$ cat config.mk
export PLATFORM = sky130hd
export DESIGN_NAME = thread_wake_unit
export DESIGN_NICKNAME = d
export VERILOG_FILES = /design/src/rtl/wake_pkg.sv /design/src/rtl/wake_range_match.sv /design/src/rtl/wake_thread_ctl.sv /design/src/rtl/thread_wake_unit.sv
export SDC_FILE = /design/constraint.sdc
export NUM_CORES = 1
export LEC_CHECK = 0
export BUFFER_PORTS_ARGS = -buffer_cell sky130_fd_sc_hd__buf_2
export CORE_MARGIN = 1
export CORE_UTILIZATION = 60
export DETAILED_ROUTE_END_ITERATION = 8
export HOLD_SLACK_MARGIN = 0.1
export MAX_ROUTING_LAYER = met4
export PLACE_DENSITY = 0.78
export SYNTH_ARGS = -nofsm -noshare
export SYNTH_HDL_FRONTEND = slang
export SYNTH_HIERARCHICAL = 1
export SYNTH_SLANG_ARGS = --single-unit
$ cat constraint.sdc
create_clock -name clk -period 4.16 [get_ports clk]
set_clock_uncertainty 0.2 [all_clocks]
set_input_delay 0.416 -clock clk [delete_from_list [all_inputs] [get_ports clk]]
set_output_delay 0.416 -clock clk [all_outputs]
set_load 0.01 [all_outputs]
$ cat src/rtl/wake_pkg.sv
package wake_pkg;
   // Configuration register select codes
   typedef enum logic [1:0] {
      WREG_BASE  = 2'd0,
      WREG_LIMIT = 2'd1,
      WREG_CTRL  = 2'd2,
      WREG_NONE  = 2'd3
   } wreg_e;
endpackage

$ cat src/rtl/wake_range_match.sv
module wake_range_match #(
   parameter int  LINE_W     = 34,
   parameter bit  INCL_LIMIT = 1'b0
) (
   input  logic              en,
   input  logic [LINE_W-1:0] line,
   input  logic [LINE_W-1:0] lo,
   input  logic [LINE_W-1:0] hi,
   output logic              hit
);
   logic above_lo;
   logic below_hi;

   assign above_lo = (line >= lo);

   generate
      if (INCL_LIMIT) begin : g_incl
         assign below_hi = (line <= hi);
      end else begin : g_excl
         assign below_hi = (line < hi);
      end
   endgenerate

   assign hit = en & above_lo & below_hi;
endmodule

$ cat src/rtl/wake_thread_ctl.sv
module wake_thread_ctl (
   input  logic clk,
   input  logic rst_n,
   input  logic hit,
   input  logic armed,
   input  logic susp_req,
   input  logic ctrl_wr,
   output logic run_en,
   output logic pending
);
   logic run_q;
   logic pend_q;

   always_ff @(posedge clk or negedge rst_n) begin
      if (!rst_n) begin
         run_q  <= 1'b1;
         pend_q <= 1'b0;
      end else begin
         if (run_q) begin
            if (susp_req && armed) begin
               run_q  <= pend_q | hit;
               pend_q <= 1'b0;
            end else if (hit) begin
               pend_q <= 1'b1;
            end
         end else if (hit) begin
            run_q  <= 1'b1;
            pend_q <= 1'b0;
         end
         if (ctrl_wr) begin
            pend_q <= 1'b0;
         end
      end
   end

   assign run_en  = run_q;
   assign pending = pend_q;
endmodule

$ cat src/rtl/thread_wake_unit.sv
module thread_wake_unit #(
   parameter int NUM_THREADS = 4,
   parameter int ADDR_W      = 40,
   parameter int LINE_OFS    = 6,
   parameter bit INCL_LIMIT  = 1'b0,
   localparam int TID_W      = (NUM_THREADS > 1) ? $clog2(NUM_THREADS) : 1,
   localparam int LINE_W     = ADDR_W - LINE_OFS
) (
   input  logic                   clk,
   input  logic                   rst_n,
   input  logic                   cfg_we,
   input  logic [TID_W-1:0]       cfg_tid,
   input  logic [1:0]             cfg_sel,
   input  logic [ADDR_W-1:0]      cfg_data,
   input  logic [NUM_THREADS-1:0] susp_req,
   input  logic                   snoop_vld,
   input  logic [ADDR_W-1:0]      snoop_addr,
   output logic [NUM_THREADS-1:0] run_en
);
   import wake_pkg::*;

   generate
      if (NUM_THREADS < 1) begin : g_bad_threads
         $error("thread_wake_unit: NUM_THREADS must be at least 1");
      end
      if (LINE_OFS < 0 || LINE_OFS >= ADDR_W) begin : g_bad_ofs
         $error("thread_wake_unit: LINE_OFS must lie below ADDR_W");
      end
   endgenerate

   wreg_e             sel;
   logic [LINE_W-1:0] snoop_line;
   logic [LINE_W-1:0] data_line;

   logic [NUM_THREADS-1:0] hit_vec;
   logic [NUM_THREADS-1:0] valid_vec;
   logic [NUM_THREADS-1:0] pend_vec;

   assign sel        = wreg_e'(cfg_sel);
   assign snoop_line = snoop_addr[ADDR_W-1:LINE_OFS];
   assign data_line  = cfg_data[ADDR_W-1:LINE_OFS];

   for (genvar t = 0; t < NUM_THREADS; t++) begin : g_thr
      logic [LINE_W-1:0] base_q;
      logic [LINE_W-1:0] limit_q;
      logic              valid_q;
      logic              sel_me;
      logic              ctrl_wr;

      assign sel_me  = cfg_we && (cfg_tid == TID_W'(t));
      assign ctrl_wr = sel_me && (sel == WREG_CTRL);

      always_ff @(posedge clk or negedge rst_n) begin
         if (!rst_n) begin
            base_q  <= '0;
            limit_q <= '0;
            valid_q <= 1'b0;
         end else if (sel_me) begin
            unique case (sel)
               WREG_BASE:  base_q  <= data_line;
               WREG_LIMIT: limit_q <= data_line;
               WREG_CTRL:  valid_q <= cfg_data[0];
               WREG_NONE:  ;
            endcase
         end
      end

      wake_range_match #(
         .LINE_W     (LINE_W),
         .INCL_LIMIT (INCL_LIMIT)
      ) u_match (
         .en   (snoop_vld & valid_q),
         .line (snoop_line),
         .lo   (base_q),
         .hi   (limit_q),
         .hit  (hit_vec[t])
      );

      wake_thread_ctl u_ctl (
         .clk      (clk),
         .rst_n    (rst_n),
         .hit      (hit_vec[t]),
         .armed    (valid_q),
         .susp_req (susp_req[t]),
         .ctrl_wr  (ctrl_wr),
         .run_en   (run_en[t]),
         .pending  (pend_vec[t])
      );

      assign valid_vec[t] = valid_q;
   end
endmodule

==> impl_results.md <==
- Status: finished, final reports clean
- Synth Area in Adders: 18.84%
- Critical Path Source Type: flop
- Initial Utilization: 61.52%
- Internal: 0.006484 W
- Largest family of logic cells by synthesized area: multiplexers
- Worst skew pair latency: 0.56 ns
- Gr usage total: 29.24%
- Largest net degree at the start of global routing: 94
- Power Density: 470.0 nW/um^2
- Remaining DRCs: 0
- Synth Area per Inst: 11.40 um^2
- Row count: 62
- Xor-xnor portion of the synthesized cell area: 0%
- Clock Tree Buf Depth: 3
- Synth warn: 6
- Routed wire length: 41420 um
- DRT iter0 DRCs: 728
- Vias after detailed routing: 12319
- Crit path arrival time: 3.48 ns
- Post_cts resized: 0
- Power, Total: 0.009375 W
- Remaining global-route overflow: 0
- CP Capture Type: flop
- Post-Syn Instances: 1561
- Compound-Gate Fraction of Synth Area: 8.125%
- Antenna cells: 0
- Sw Share: 30.84%
- Post-route clock period utilization: 77.49%
- Vias in the first global route: 12957
- Final setup viols: 0
- Worst min-delay path class: in -> reg
- Root Driver: clkbuf_16
- Area share of the largest cell type after synthesis: 39.36%
- R2R Path End: g_thr[2].u_ctl/pending
- Area contributors post-synth: dfrtp_1 (39%), ha_1 (19%), mux2_2 (13%)
- Die width: 174.2 um
- Sequential share of power: 40.4%
- CTS tree: done
- Final Hold Viols: 0
- Nets: 2055
- Share of cells above drive strength 1: 26.35%
- EDFF count, synth: 0
- Top_reg_cell synth: dfrtp_1
- Hold Path Depth: 4
- CP max FO: 2
- Fillers: 2066
- Max Slew Vio Count: 0
- Hpwl dp: 29450 um
- Die Height: 174.2 um
- CTS Sinks: 284
- Worst VDD drop: 0.0003487 V
- IO buf count: 84
- Post-route insts no fill: 2103
- Area grow syn2layout: 12.05%
- Async SR Flop Fraction: 100.0%
- Multiplexer share of the synthesized area: 19.01%
- Full die area: 30360 um^2
- Leakage power: 9.980 nW
- Flops & latches, synth: 284
- Req. time, crit path: 4.42 ns
- Maximum clock frequency: 0.3102 GHz
- Post-synthesis sequential area ratio: 39.95%
- Cell taking the most area after synthesis: dfrtp_1
- Clk network pwr share: 29.7%
- Total core area: 28940 um^2
- Vias per std cell: 5.858
- Worst slew pin tran: 1.223 ns
- R2r setup slk: 0.94 ns
- Remaining antenna violation count: 0
- Global placer's final weighted congestion: 0.8916
- Initial antenna violation count: 0
- Tmin final: 3.224 ns
- CP Class: reg -> reg
- Wire per inst: 19.70 um
- Post-Syn Area: 17800 um^2
- TNS Setup: 0 ns
- Count of cell types in the netlist: 53
- Hold_sp: cfg_we
- P_sw: 0.002892 W
- Reg2reg path depth: 10
- Most frequent cells after synthesis: dfrtp_1 (280), inv_1 (272), ha_1 (268)
- Ports: 96
- H-tree Lvls: 1
- Clock transition at path regs: 0.06 ns
- Syn nets: 1921
- Comb power frac: 29.9%
- Max-Cap Viols: 0
- Drt pass-1 iters: 7
- Post-Synth Simple-Gate Area: 6.741%
- CTS Buf Count: 31
- Top-count cell post-synth: dfrtp_1
- First-pass GRT wire length: 68520 um
- Worst rel slew slack: 18.39%
- RSZ-0062 raised after global routing: no
- FF-to-FF Start: g_thr[2].base_q[32]
- Hold Path Sink: g_thr[0].valid_q
- Hold WS: 0.1805 ns
- # placed instances: 2006
power by group through the flow:
stage / sequential [W] / clock [W] / combinational [W]
floorplan: 0.00372 / 0 / 0.00200
global placement: 0.00378 / 0 / 0.00257
detailed placement: 0.00382 / 0 / 0.00274
CTS: 0.00378 / 0.00282 / 0.00281
global route: 0.00387 / 0.00294 / 0.00317
finish: 0.00378 / 0.00278 / 0.00281
state kept, by name, indices dropped and copies added, names as in the netlist:
signal               count
g_thr.valid_q            4
g_thr.u_ctl/pending      4
g_thr.u_ctl/run_en       4
g_thr.limit_q          136
g_thr.base_q           136
what timing repair did:
item	4_1_cts	5_1_grt
hold buffers	40	0
buffers inserted	0	0
hold endpoints to repair	372	0
cell families after synthesis:
kind of cell	count (synthesis)
compound gates	212
mux	280
flops	284
fa+ha+maj	268
buf+inv	303
simple gates	214
worst max-delay path: stages, from the launching register on:
cell	delay, ns
dfrtp_1	0.35
inv_1	0.05
ha_1	0.29
nand4_1	0.19
nor4_1	0.66
nand2_1	0.22
nor2_1	0.18
a21oi_1	0.09
a211oi_2	0.47
mux2i_1	0.14
a311oi_1	0.27
per-stage QoR:
stage	instance area (um^2)	util (%)	setup slack (ns)
floorplan	17800	-	1.833
global placement	18510	63.96	0.8933
detailed placement	18510	63.96	0.8590
CTS	19950	68.94	1.062
global route	19950	68.94	0.7378
finish	19950	68.94	0.9363
placed cells by master, fill, tap and decap left out, types with 20 or more instances in the layout:
| cell | n |
|---|---|
| a21oi_1 | 80 |
| clkbuf_16 | 31 |
| dlygate4sd3_1 | 40 |
| a21o_1 | 20 |
| o21ai_0 | 20 |
| nand3_1 | 21 |
| mux2_2 | 203 |
| mux2_4 | 63 |
| nand2_1 | 57 |
| ha_1 | 268 |
| inv_1 | 272 |
| nand4_1 | 28 |
| dfrtp_1 | 280 |
| buf_2 | 83 |
| nor2_1 | 38 |
worst max path at each step:
stage | from | endpoint | slack [ns] | depth (start not counted)
CTS | g_thr[2].base_q[31] | g_thr[2].u_ctl/pending | 1.06 | 10
finish | g_thr[2].base_q[32] | g_thr[2].u_ctl/pending | 0.94 | 10
detailed placement | snoop_addr[37] | g_thr[3].u_ctl/pending | 0.86 | 10
global route | g_thr[2].base_q[32] | g_thr[2].u_ctl/pending | 0.74 | 10
floorplan | snoop_addr[36] | g_thr[0].u_ctl/pending | 1.83 | 9
global placement | snoop_addr[37] | g_thr[3].u_ctl/pending | 0.89 | 10
per-layer routing:
metal | vias to the layer above | track usage, % | wire [um]
li1 | 5766 | - | -
met1 | 6197 | 38.06 | 18420
met2 | 275 | 48.29 | 20010
met3 | 81 | 3.325 | 1821
met4 | 0 | 8.151 | 1178
met5 | - | - | 0
layout make-up:
class,instances,area (um^2),share of cell area [%]
Inverter,272,1021,5.119
Sequential cell,284,7112,35.65
Clock inverter,8,96.34,0.4830
Multi-Input combinational cell,974,9390,47.08
Tap cell,384,480.5,2.409
Clock buffer,49,943.4,4.730
Timing Repair Buffer,132,903.4,4.529
No activity file was read; power rests on OpenSTA's default activity.
